**src/rtl/cpf_pkg.sv**
```systemverilog
package cpf_pkg;
  localparam int unsigned RAW_W  = 17;
  localparam int unsigned SAMP_W = 16;
  localparam int unsigned EXP_W  = 3;

  typedef enum logic [1:0] {
    FMT_FIXED = 2'd0,
    FMT_M13E3 = 2'd1,
    FMT_M14E3 = 2'd2,
    FMT_M15E2 = 2'd3
  } fmt_e;
endpackage

```
**src/rtl/cpf_slot_delay.sv**
```systemverilog
module cpf_slot_delay #(
  parameter int unsigned SLOTS = 8,
  parameter int unsigned SEL_W = $clog2(SLOTS)
) (
  input  logic             clk,
  input  logic             rst_n,
  input  logic             en_i,
  input  logic [SEL_W-1:0] slot_i,
  output logic             en_dly_o
);
  // tap k holds the enable seen k clocks ago
  logic [SLOTS-1:1] tap_q, tap_d;
  logic [SLOTS-1:0] all_taps;

  always_comb begin
    tap_d[1] = en_i;
    for (int k = 2; k < SLOTS; k++) tap_d[k] = tap_q[k-1];
  end

  always_ff @(posedge clk or negedge rst_n) begin
    if (!rst_n) tap_q <= '0;
    else        tap_q <= tap_d;
  end

  assign all_taps = {tap_q, en_i};
  assign en_dly_o = all_taps[slot_i];
endmodule

```
**src/rtl/cpf_slot_capture.sv**
```systemverilog
module cpf_slot_capture #(
  parameter int unsigned W = 17
) (
  input  logic         clk,
  input  logic         rst_n,
  input  logic [W-1:0] bus_i,
  input  logic         pick_en_i,
  input  logic         frame_en_i,
  output logic [W-1:0] hold_o
);
  logic [W-1:0] pick_q, pick_d, hold_q, hold_d;

  always_comb begin
    pick_d = pick_q;
    hold_d = hold_q;
    if (pick_en_i)  pick_d = bus_i;
    if (frame_en_i) hold_d = pick_q;  // realign on the undelayed enable
  end

  always_ff @(posedge clk or negedge rst_n) begin
    if (!rst_n) begin
      pick_q <= '0;
      hold_q <= '0;
    end else begin
      pick_q <= pick_d;
      hold_q <= hold_d;
    end
  end

  assign hold_o = hold_q;
endmodule

```
**src/rtl/cpf_word_format.sv**
```systemverilog
module cpf_word_format
  import cpf_pkg::*;
(
  input  logic [RAW_W-1:0]  raw_i,
  input  fmt_e              fmt_i,
  input  logic              obin_i,
  output logic [SAMP_W-1:0] samp_o,
  output logic [EXP_W-1:0]  exp_o
);
  logic [SAMP_W-1:0] dbits, mant;
  logic              xbit;

  always_comb begin
    dbits = raw_i[RAW_W-1:1];
    xbit  = raw_i[0];
    case (fmt_i)
      FMT_M13E3: begin
        mant  = {dbits[15:3], 3'b000};
        exp_o = {dbits[2] | xbit, dbits[1], dbits[0]};
      end
      FMT_M14E3: begin
        mant  = {dbits[15:2], 2'b00};
        exp_o = {xbit, dbits[1], dbits[0]};
      end
      FMT_M15E2: begin
        mant  = {dbits[15:1], 1'b0};
        exp_o = {1'b0, dbits[0], xbit};
      end
      default: begin
        mant  = dbits;
        exp_o = '0;
      end
    endcase
    samp_o = {mant[SAMP_W-1] ^ obin_i, mant[SAMP_W-2:0]};
  end

  always_comb begin
    a_r7_fixed_no_exp: assert (fmt_i != FMT_FIXED || exp_o == '0);
    a_r8_two_bit_exp:  assert (fmt_i != FMT_M15E2 || !exp_o[2]);
  end
endmodule

```
**src/rtl/chan_pick_formatter.sv**
```systemverilog
module chan_pick_formatter
  import cpf_pkg::*;
#(
  parameter int unsigned SLOTS = 8,
  localparam int unsigned SEL_W = $clog2(SLOTS)
) (
  input  logic              clk,
  input  logic              rst_n,
  input  logic [RAW_W-1:0]  bus_in,
  input  logic              in_en_n,
  input  logic              sync_in,
  input  logic              zero_stuff,
  input  logic [SEL_W-1:0]  slot_sel,
  input  logic              offset_bin,
  input  logic [1:0]        fmt_sel,
  output logic [SAMP_W-1:0] samp_out,
  output logic [EXP_W-1:0]  exp_out,
  output logic              samp_vld
);
  logic              armed_q, armed_d;
  logic              en_eff, en_dly;
  logic [RAW_W-1:0]  hold_w;
  logic              go_q, go_d, blank_q, blank_d;
  logic [SAMP_W-1:0] f_samp, samp_q, samp_d;
  logic [EXP_W-1:0]  f_exp, exp_q, exp_d;
  logic              vld_q, vld_d;

  // arming: enable ignored until the first sync
  assign armed_d = armed_q | sync_in;
  assign en_eff  = ~in_en_n & armed_q;

  cpf_slot_delay #(.SLOTS(SLOTS), .SEL_W(SEL_W)) u_dly (
    .clk(clk), .rst_n(rst_n), .en_i(en_eff), .slot_i(slot_sel), .en_dly_o(en_dly)
  );

  cpf_slot_capture #(.W(RAW_W)) u_cap (
    .clk(clk), .rst_n(rst_n), .bus_i(bus_in),
    .pick_en_i(en_dly), .frame_en_i(en_eff), .hold_o(hold_w)
  );

  cpf_word_format u_fmt (
    .raw_i(hold_w), .fmt_i(fmt_e'(fmt_sel)), .obin_i(offset_bin),
    .samp_o(f_samp), .exp_o(f_exp)
  );

  // enable stage, same depth as the realign register
  always_comb begin
    go_d    = zero_stuff ? armed_q : en_eff;
    blank_d = zero_stuff & ~en_eff;
  end

  // output stage, loaded only when a sample is issued
  always_comb begin
    vld_d  = go_q;
    samp_d = samp_q;
    exp_d  = exp_q;
    if (go_q) begin
      samp_d = blank_q ? '0 : f_samp;
      exp_d  = blank_q ? '0 : f_exp;
    end
  end

  always_ff @(posedge clk or negedge rst_n) begin
    if (!rst_n) begin
      armed_q <= 1'b0;
      go_q    <= 1'b0;
      blank_q <= 1'b0;
      samp_q  <= '0;
      exp_q   <= '0;
      vld_q   <= 1'b0;
    end else begin
      armed_q <= armed_d;
      go_q    <= go_d;
      blank_q <= blank_d;
      samp_q  <= samp_d;
      exp_q   <= exp_d;
      vld_q   <= vld_d;
    end
  end

  assign samp_out = samp_q;
  assign exp_out  = exp_q;
  assign samp_vld = vld_q;

  a_r3_quiet_until_armed: assert property (@(posedge clk) disable iff (!rst_n)
    !armed_q |=> !samp_vld);

  a_r1_gated_follows_enable: assert property (@(posedge clk) disable iff (!rst_n)
    $past(!zero_stuff, 2) |-> (samp_vld == $past(en_eff, 2)));

  a_r2_stuff_every_clock: assert property (@(posedge clk) disable iff (!rst_n)
    (armed_q && zero_stuff) |=> ##1 samp_vld);

  a_r9_hold_when_idle: assert property (@(posedge clk) disable iff (!rst_n)
    !samp_vld |-> ($stable(samp_out) && $stable(exp_out)));
endmodule

```
**config.mk**
```make
export PLATFORM = sky130hd
export DESIGN_NAME = chan_pick_formatter
export DESIGN_NICKNAME = d
export VERILOG_FILES = /design/src/rtl/cpf_pkg.sv /design/src/rtl/cpf_slot_delay.sv /design/src/rtl/cpf_slot_capture.sv /design/src/rtl/cpf_word_format.sv /design/src/rtl/chan_pick_formatter.sv
export SDC_FILE = /design/constraint.sdc
export NUM_CORES = 1
export LEC_CHECK = 0
export ABC_AREA = 1
export CAP_MARGIN = 40
export CORE_AREA = 2 2 87 72
export DETAILED_ROUTE_END_ITERATION = 10
export DIE_AREA = 0 0 89 74
export PLACE_DENSITY = 0.75
export SLEW_MARGIN = 15
export SYNTH_ARGS = -nofsm -noshare
export SYNTH_HDL_FRONTEND = slang
export SYNTH_SLANG_ARGS = --single-unit
```
**constraint.sdc**
```tcl
create_clock -name clk -period 1.2 [get_ports clk]
set_input_delay 0.18 -clock clk [delete_from_list [all_inputs] [get_ports clk]]
set_output_delay 0.18 -clock clk [all_outputs]
set_load 0.01 [all_outputs]
```
==> flow_metrics.env <==
export IMPL_grt_pass1_wl_microns=8270
export IMPL_final_common_cell="sky130_fd_sc_hd__dfrtp_1"
export IMPL_fmax_mhz=790
export IMPL_skew_ps=6.69
export IMPL_synth_seq_cells=64
export IMPL_critical_path_required_ps=1430
export IMPL_core_region_area_sq_um=5760
export IMPL_register_area_sq_um=1600
export IMPL_grt_use_total_pct=16.6
export IMPL_root_buffer="sky130_fd_sc_hd__clkbuf_8"
export IMPL_finalWeightedCongestion=0.853
export IMPL_hold_path_class="in -> async"
export IMPL_synth_yosys_warnings=0
export IMPL_drive_gt1_share_pct=31.1
export IMPL_number_of_detailed_route_iterations_in_the_first_pass=5
export IMPL_route_detailed_vias_per_inst=4.78
export IMPL_netlist_area_sq_um=2560
export IMPL_worst_skew_pair_late_latency_ps=340
export IMPL_die_width_microns=89
export IMPL_starting_drc_count_in_detailed_routing=114
export IMPL_kind_of_critical_path="reg -> reg"
export IMPL_setup_violations_final=16
export IMPL_cts_made_buffers=9
export IMPL_cts_sink_count=64
export IMPL_ant_cells=0
export IMPL_ctsHtreeMaxLevel=3
export IMPL_status="finished, violations left"
export IMPL_clkSlewWorstSetupHoldPaths_ps=70
export IMPL_layout_nets=361
export IMPL_power_share_of_the_combinational_group_pct=18.5
export IMPL_synthToLayoutAreaGrowth_pct=45.5
export IMPL_maximum_number_of_pins_on_one_net_before_global_route_repair=65
export IMPL_failed_checks="setup timing"
export IMPL_detail_route_drc_violations=0
export IMPL_timing_setup_tns_ps=-601
export IMPL_setup_repair_after_global_routing_missed_its_margin="true"
export IMPL_first_global_vias=1758
export IMPL_final_hold_violation_count=0
export IMPL_clock_tree_buffer_depth=2
export IMPL_num_rows=25
export IMPL_internal_power_mw=3.93
export IMPL_crit_path_max_fanout=6
export IMPL_most_common_layout_cells="sky130_fd_sc_hd__dfrtp_1 (64), sky130_fd_sc_hd__nand2_1 (60), sky130_fd_sc_hd__nand2_2 (35)"
export IMPL_portBuffers=47
export IMPL_fp_dieArea_sq_um=6590
export IMPL_crit_path_end_kind="flop"
export IMPL_synth_cell_type_count=24
export IMPL_reg_to_reg_start="armed_q"
export IMPL_start_kind="flop"
export IMPL_r2r_depth=7
export IMPL_initial_core_util_pct=44.5
export IMPL_grt_remaining_overflow=0
export IMPL_syn_mean_instance_area_sq_um=9.97
export IMPL_detail_route_antenna_nets=0
export IMPL_clock_tree_from_tritoncts="built"
export IMPL_critPathArrivalTime_ps=1500
export IMPL_timing_max_cap_violations=0
export IMPL_reg2reg_setup_slack_ps=-70
export IMPL_num_fill_cells=439
export IMPL_finalPower_mw=5.45
export IMPL_power_frac_clock_pct=33.4
export IMPL_endpoint="u_cap.pick_q[11]"
export IMPL_timing_critical_path_from="armed_q"
export IMPL_place_detailed_hpwl_microns=3410
export IMPL_final_util_pct=64.8
export IMPL_synth_yosys_seq_area_share_pct=62.5
export IMPL_vias=2004
export IMPL_pre_cts_ws_ps=-401
export IMPL_synthCells=257
export IMPL_switchingPower_mw=1.52
export IMPL_slew_headroom_pct=77.8
export IMPL_number_of_antenna_violations_at_the_first_check_in_global_routing=0
export IMPL_r2r_end="u_cap.pick_q[11]"
export IMPL_finalCriticalPeriod_ps=1270
export IMPL_io_pin_count=48
export IMPL_power_leakage_nw=1.80
export IMPL_worst_ir_drop_on_vdd_uv=1140
export IMPL_power_switching_share_pct=27.9
export IMPL_maxSlewViolCount=0
export IMPL_timing_worst_slew_pin_value_ps=334
export IMPL_synth_fp_nets=285
export IMPL_wirelength_microns=5990
export IMPL_area_used_by_multi_input_combinational_logic_sq_um=976
export IMPL_proportion_of_power_drawn_by_flip_flops_and_latches_pct=48.1
export IMPL_finalCritPeriodShare_pct=106
export IMPL_power_density_over_the_cells_nw_per_um2=1460
export IMPL_floorplan_die_height_microns=74
export IMPL_routed_wire_length_per_instance_microns=14.3
export IMPL_postLayoutSetupSlackWorst_ps=-66.0
-- through the flow --
stage / cells / hold WS [ps] / cell area (sq um)
4_1_cts: 406 / 378 / 3420
3_5_place_dp: 389 / 216 / 3220
5_1_grt: 419 / 394 / 3730
2_1_floorplan: 257 / -116 / 2570
6_report: 419 / 375 / 3730
3_3_place_gp: 389 / 213 / 3220
-- flip-flops by register name (all words and copies together) (netlist names) --
name,cells
samp_out,16
u_cap.pick_q,17
samp_vld,1
armed_q,1
exp_out,3
u_cap.hold_o,17
blank_q,1
u_dly.tap_q,7
go_q,1
-- layout make-up --
cell class / instances / share of cell area [%]
sequential: 64 / 43.0
multi-input combinational: 161 / 26.2
clock buffer: 11 / 3.79
inverter: 25 / 2.62
tap: 81 / 2.72
clock inverter: 5 / 1.51
timing repair buffer: 72 / 20.2
-- worst max-delay path, stage by stage (launching register included) --
cell and delay, ps:
sky130_fd_sc_hd__dfrtp_1 410, sky130_fd_sc_hd__nand2_4 80, sky130_fd_sc_hd__nand2_2 50, sky130_fd_sc_hd__nand2_2 90, sky130_fd_sc_hd__nand3_4 190, sky130_fd_sc_hd__clkbuf_16 230, sky130_fd_sc_hd__nand3_2 70, sky130_fd_sc_hd__nand2_2 50
-- cells in the mapped netlist, drive strengths merged --
master  count  area [sq um]
nand3      23           143
xnor2       1          8.76
clkbuf      4          15.0
buf         5          45.0
inv        25          93.8
dfrtp      64          1600
a32o        1          10.0
o31ai       1          7.51
a21oi       2          10.0
nor2        1          3.75
o311ai      1          8.76
a22o        2          17.5
o221ai      1          8.76
or2         1          6.26
o21ai      24           120
nand2     101           463
-- power groups by stage --
stage               Sequential, mW  Combinational (mW)  Clock [mW]
finish                        2.62                1.01        1.82
global route                  2.65                1.12        1.96
CTS                           2.59               0.837        1.84
detailed placement            2.63               0.879           0
global placement              2.63               0.852           0
floorplan                     2.64               0.413           0
-- metal layers --
metal | up-vias | part of all wire [%] | GRT usage [%]
met3 | 6 | 4.3 | 5.55
li1 | 975 | - | -
met4 | 0 | 1.6 | 5.47
met1 | 962 | 44 | 24.4
met2 | 61 | 50 | 23.5
met5 | - | 0 | 0
-- cell families after synthesis --
family	synth area share [%]
simple gates	24.0
flops	62.5
buf+inv	6.01
compound gates	7.13
xor+xnor	0.342
-- what timing repair did --
action                                  4_1_cts  5_1_grt
endpoints found under the setup margin       37       37
resized for setup                            29       62
buffers inserted                              0        8
hold buffers                                  1        0
gates cloned                                  0        5
pin swaps                                     0       10
endpoints found under the hold margin        64        0
-- how the worst min path moves through the flow --
stage	start	end	slack (ps)	cells past startpoint
5_1_grt	u_dly.tap_q[2]	u_dly.tap_q[3]	390	0
2_1_floorplan	rst_n	armed_q	-120	0
6_report	rst_n	u_dly.tap_q[7]	370	3
3_3_place_gp	rst_n	u_dly.tap_q[6]	210	2
3_5_place_dp	rst_n	u_dly.tap_q[6]	220	2
4_1_cts	u_dly.tap_q[2]	u_dly.tap_q[3]	380	0
No activity file was read; power rests on OpenSTA's default activity.
